--- src/rtl/fetch_pkg.sv ---
package fetch_pkg;
  // Strobes from control to datapath, one per cycle.
  typedef struct packed {
    logic fetch;     // request accepted, advance PC
    logic decode;    // head decoded and handed over
    logic drop;      // head discarded during drain
    logic redirect;  // load PC from redirect target
  } ctrlStrobe_t;
endpackage

--- src/rtl/fetch_ctrl.sv ---
module fetch_ctrl
  import fetch_pkg::*;
#(
  parameter int TOKEN_DEPTH = 4,
  parameter int CNT_W = $clog2(TOKEN_DEPTH + 1)
) (
  input  logic             clk,
  input  logic             rstN,
  input  logic             memReqReady,
  input  logic             memRspValid,
  input  logic             exStall,
  input  logic             redirValid,
  output logic             reqOffer,
  output ctrlStrobe_t      strobe,
  output logic             draining,
  output logic [CNT_W-1:0] tokCount
);
  localparam logic [CNT_W-1:0] FULL = CNT_W'(TOKEN_DEPTH);

  logic             haveTok;
  logic             popTok;
  logic [CNT_W-1:0] cntNext;
  logic             drainNext;

  assign haveTok  = tokCount != '0;
  assign reqOffer = !draining && (tokCount != FULL) && !redirValid;

  always_comb begin
    strobe.fetch    = reqOffer && memReqReady;
    strobe.decode   = !draining && !redirValid && memRspValid && haveTok && !exStall;
    strobe.drop     = draining && memRspValid && haveTok;
    strobe.redirect = redirValid;
  end

  assign popTok  = strobe.decode || strobe.drop;
  assign cntNext = tokCount + CNT_W'(strobe.fetch) - CNT_W'(popTok);

  always_comb begin
    if (redirValid) drainNext = cntNext != '0;
    else            drainNext = draining && haveTok;
  end

  always_ff @(posedge clk or negedge rstN) begin
    if (!rstN) begin
      tokCount <= '0;
      draining <= 1'b0;
    end else begin
      tokCount <= cntNext;
      draining <= drainNext;
    end
  end
endmodule

--- src/rtl/fetch_dp.sv ---
module fetch_dp
  import fetch_pkg::*;
#(
  parameter int ADDR_W   = 16,
  parameter int DATA_W   = 16,
  parameter int NUM_REGS = 16,
  parameter int OP_W     = 4,
  parameter int REG_W    = $clog2(NUM_REGS),
  parameter int INSTR_W  = OP_W + 3 * REG_W
) (
  input  logic               clk,
  input  logic               rstN,
  input  ctrlStrobe_t        strobe,
  input  logic [ADDR_W-1:0]  redirPc,
  input  logic [INSTR_W-1:0] memRspData,
  input  logic               wbValid,
  input  logic [REG_W-1:0]   wbDst,
  input  logic [DATA_W-1:0]  wbData,
  output logic [ADDR_W-1:0]  pc,
  output logic [OP_W-1:0]    decOp,
  output logic [REG_W-1:0]   decDst,
  output logic [DATA_W-1:0]  decValA,
  output logic [DATA_W-1:0]  decValB
);
  logic [NUM_REGS-1:0][DATA_W-1:0] regs;
  logic [REG_W-1:0] srcA, srcB;

  always_ff @(posedge clk or negedge rstN) begin
    if (!rstN)                pc <= '0;
    else if (strobe.redirect) pc <= redirPc;
    else if (strobe.fetch)    pc <= pc + ADDR_W'(1);
  end

  for (genvar g = 0; g < NUM_REGS; g++) begin : gRegs
    always_ff @(posedge clk or negedge rstN) begin
      if (!rstN)                                regs[g] <= '0;
      else if (wbValid && wbDst == REG_W'(g))   regs[g] <= wbData;
    end
  end

  assign decOp  = memRspData[INSTR_W-1 -: OP_W];
  assign decDst = memRspData[3*REG_W-1 -: REG_W];
  assign srcA   = memRspData[2*REG_W-1 -: REG_W];
  assign srcB   = memRspData[REG_W-1:0];

  // Write-back bypass into the operand read.
  always_comb begin
    decValA = (wbValid && wbDst == srcA) ? wbData : regs[srcA];
    decValB = (wbValid && wbDst == srcB) ? wbData : regs[srcB];
  end
endmodule

--- src/rtl/fetch_front.sv ---
module fetch_front
  import fetch_pkg::*;
#(
  parameter int ADDR_W      = 16,
  parameter int DATA_W      = 16,
  parameter int NUM_REGS    = 16,
  parameter int OP_W        = 4,
  parameter int TOKEN_DEPTH = 4,
  parameter int REG_W       = $clog2(NUM_REGS),
  parameter int INSTR_W     = OP_W + 3 * REG_W
) (
  input  logic               clk,
  input  logic               rstN,
  output logic               memReqValid,
  input  logic               memReqReady,
  output logic [ADDR_W-1:0]  memReqAddr,
  input  logic               memRspValid,
  input  logic [INSTR_W-1:0] memRspData,
  output logic               memRspDeq,
  input  logic               exStall,
  output logic               decValid,
  output logic [OP_W-1:0]    decOp,
  output logic [REG_W-1:0]   decDst,
  output logic [DATA_W-1:0]  decValA,
  output logic [DATA_W-1:0]  decValB,
  input  logic               redirValid,
  input  logic [ADDR_W-1:0]  redirPc,
  input  logic               wbValid,
  input  logic [REG_W-1:0]   wbDst,
  input  logic [DATA_W-1:0]  wbData
);
  localparam int CNT_W = $clog2(TOKEN_DEPTH + 1);

  ctrlStrobe_t      strobe;
  logic             draining;
  logic [CNT_W-1:0] tokCount;

  fetch_ctrl #(.TOKEN_DEPTH(TOKEN_DEPTH), .CNT_W(CNT_W)) uCtrl (
    .clk(clk), .rstN(rstN), .memReqReady(memReqReady), .memRspValid(memRspValid),
    .exStall(exStall), .redirValid(redirValid), .reqOffer(memReqValid),
    .strobe(strobe), .draining(draining), .tokCount(tokCount)
  );

  fetch_dp #(.ADDR_W(ADDR_W), .DATA_W(DATA_W), .NUM_REGS(NUM_REGS), .OP_W(OP_W),
             .REG_W(REG_W), .INSTR_W(INSTR_W)) uDp (
    .clk(clk), .rstN(rstN), .strobe(strobe), .redirPc(redirPc),
    .memRspData(memRspData), .wbValid(wbValid), .wbDst(wbDst), .wbData(wbData),
    .pc(memReqAddr), .decOp(decOp), .decDst(decDst), .decValA(decValA), .decValB(decValB)
  );

  assign decValid  = strobe.decode;
  assign memRspDeq = strobe.decode || strobe.drop;
endmodule

--- config.mk ---
export PLATFORM = sky130hd
export DESIGN_NAME = fetch_front
export DESIGN_NICKNAME = d
export VERILOG_FILES = /design/src/rtl/fetch_pkg.sv /design/src/rtl/fetch_ctrl.sv /design/src/rtl/fetch_dp.sv /design/src/rtl/fetch_front.sv
export SDC_FILE = /design/constraint.sdc
export NUM_CORES = 1
export LEC_CHECK = 0
export ABC_AREA = 1
export BUFFER_PORTS_ARGS = -buffer_cell sky130_fd_sc_hd__buf_2
export CORE_MARGIN = 1.5
export CORE_UTILIZATION = 55
export DETAILED_ROUTE_END_ITERATION = 7
export MAX_ROUTING_LAYER = met4
export PLACE_DENSITY = 0.74
export SLEW_MARGIN = 30
export SYNTH_ARGS = -nofsm -noshare
export SYNTH_HDL_FRONTEND = slang
export SYNTH_SLANG_ARGS = --single-unit
export TNS_END_PERCENT = 20
--- constraint.sdc ---
create_clock -name clk -period 3 [get_ports clk]
set_input_delay 0.6 -clock clk [delete_from_list [all_inputs] [get_ports clk]]
set_output_delay 0.6 -clock clk [all_outputs]
set_load 0.1 [all_outputs]
==> out/results.ini <==
[detailed_routing]
vias = 17480
drtIter0Drc = 2135
drtPass1Iterations = 8
wl_um = 58270
wl_per_cell_um = 19.64
viasPerCell = 5.892
drc = 1
antenna_left = 0

[timing]
whs_ns = 0.05021
layout_min_cycle_time_ns = 2.893
finalHoldViolCount = 0
setup_violations = 0
rsz0062_at_grt = false
post-route-period-util_pct = 96.42
drv_slew = 0
fin_tns_setup_ns = 0
worst_pin_slew_ns = 0.6757
fin_skew_ns = 0.007567
max_freq_mhz = 345.7
max-slew-margin-rel_pct = 54.96

[worst_hold_path]
hold_path.class = input pin to async pin

[placed_design]
placed_cells_incl_taps = 2910
placed_area_um2 = 18090
dp_hpwl_um = 37260
place.gp.congestion = 0.9711
io_buffers = 101

[synth]
synth_top_family_by_area = simple AND/OR/NAND/NOR gates
syn-num-nets = 2608
avgSynthCellArea_um2 = 6.588
synth_cell_types = 36
synth_compound_area_share_pct = 8.701
ys_top_cells_by_area = dfrtp_1 (41%), nand2_1 (21%), nand3_1 (14%)
synth_ff_type = dfrtp_1
yosys.area.top_type = dfrtp_1
synth_area_um2 = 16770
syn_inst = 2545
synthMuxAreaShare_pct = 0
synthSimpleGateAreaFrac_pct = 37.41
async_flop_share_pct = 100.0
synth_top_area_share_pct = 41.19
synth_common_cells = nand2_1 (947), nand3_1 (474), inv_1 (304)
synthAdderAreaFrac_pct = 0.3433
yosys_warnings = 0
synth_edf_count = 0
synth-seq-cells = 276
synth.yosys.seq_area_share_pct = 41.19
yosysMostFrequentCell = nand2_1
synth_xor_area_share_pct = 0.3134

[finish]
final_util_pct = 64.22
syn2layout_area_growth_pct = 14.13
postLayoutCellArea_um2 = 19130
drive_above_1_share_pct = 9.165
nNetsFinal = 2615
final_cells = 2967

[floorplan]
core.rowCount = 63
core_um2 = 29800
start_util_pct = 56.27
die_h_um = 177.6
die_w_um = 177.6
num_io_pins = 118
dieArea_um2 = 31540

[global_route]
grt_usage_pct = 38.69
grt_overflow = 0
grt_pass1_vias = 16430
antenna_found_initial = 2
grt_pass1_wl_um = 91510
grt_start_max_net_pins = 72

[cts]
ctsRootBufferMaster = clkbuf_16
clk_latency_ns = 0.56
cts_hold_buf = 0
clock_path_buffers = 3
h-tree-depth = 1
post_cts_resized = 0
cts_tree = yes
numCtsBuffers = 30
cts.sinks = 276
postCtsSetupRepairBufs = 0
clk_pin_slew_ns = 0.06

[critical_path]
rrSetupSlack_ns = 0.55
r2r_end = uCtrl.draining$_DFF_PN0_
cp-endpoint = decValA[11]
critical_path_required_ns = 2.40
end_kind = primary output
cp_max_fo = 65
critPathArrivalTime_ns = 2.29
critical_path_class = input pin to primary output
r2r_cells = 13
reg2reg_from = uCtrl.tokCount[1]$_DFF_PN0_
cp-start-kind = input pin
setup.worst_path.start = memRspData[5]

[power]
cellLeakagePower_nw = 10.04
p_clk_share_pct = 29.8
pwr-share-seq_pct = 38.0
p_int_w = 0.008128
switching_share_pct = 37.59
ir_worst_vdd_uv = 469.9
power.switching_w = 0.004895
pwr-share-comb_pct = 32.2
p_per_area_nw_per_um2 = 680.6

[outcome]
failed_checks = design-rule violations
status = finished with violations

[run]
drv_cap = 0

final cells by class:
class                           count  area [µm²]
Sequential cell                   276        6907
Fill cell                        2728       10660
Inverter                          315        1189
Tap cell                          390       488.0
Timing Repair Buffer              159        1662
Clock buffer                       45       908.4
Antenna cell                        2       5.005
Multi-Input combinational cell   1770        7844
Clock inverter                     10       132.6
metrics by stage:
step	power, W	setup slack, ns
2_1_floorplan	0.007882	0.1260
3_3_place_gp	0.009001	0.1969
3_5_place_dp	0.009113	0.1730
4_1_cts	0.01300	0.1641
5_1_grt	0.01373	0.03032
6_report	0.01302	0.1074
cell usage in the layout, fill, tap and decap left out, types with 8 or more instances in the layout:
cell type    n
clkbuf_8     8
o21ai_0    245
nand3_1    474
nand4_1     20
nor2_1      20
nand2_1    946
dfrtp_1    276
inv_2       11
buf_12      50
inv_1      300
o21ai_1     22
clkbuf_16   31
buf_2       66
buf_4       42
worst max-delay path: stages:
cell and delay [ns]:
buf_2 0.13, inv_2 0.07, buf_12 0.28, o22ai_1 0.14
a21oi_2 0.26, buf_4 0.26, nand4_1 0.12, nand2_1 0.15
buf_12 0.19
sequential cells by signal (all words and copies together), names as in the netlist:
| register | flops |
|---|---|
| uCtrl.tokCount | 3 |
| uDp.pc | 16 |
| uDp.regs | 256 |
| uCtrl.draining | 1 |
power groups by stage:
stage / Combinational [W] / Clock, W / Sequential, W
floorplan: 0.00274 / 0 / 0.00514
global placement: 0.00404 / 0 / 0.00496
detailed placement: 0.00413 / 0 / 0.00498
CTS: 0.00416 / 0.00391 / 0.00493
global route: 0.00463 / 0.00407 / 0.00503
finish: 0.00419 / 0.00389 / 0.00495
logic make-up after synthesis:
family / Yosys count
AO/OA/AOI/OAI: 284
XOR/XNOR: 6
adder cells (fa/ha/maj): 4
buffers and inverters: 499
flip-flops: 276
AND/OR/NAND/NOR: 1476
per-layer routing:
layer / wire [µm] / vias to the layer above / track usage (%)
met5: 0 / - / -
met4: 2448 / 0 / 15.90
met3: 6280 / 219 / 7.412
met2: 25850 / 1114 / 59.29
met1: 23690 / 8104 / 50.44
li1: - / 8045 / -
worst min-delay path by stage:
stage                                     end  slack, ns  depth (start not counted)
global route        uDp.regs[231]$_DFFE_PN0P_       0.08                          1
global placement    uDp.regs[240]$_DFFE_PN0P_       0.47                          2
CTS                 uDp.regs[103]$_DFFE_PN0P_       0.06                          1
detailed placement  uDp.regs[197]$_DFFE_PN0P_       0.47                          2
finish              uDp.regs[103]$_DFFE_PN0P_       0.05                          1
floorplan            uCtrl.draining$_DFF_PN0_       0.30                          0
(Power assumes the default switching activity.)
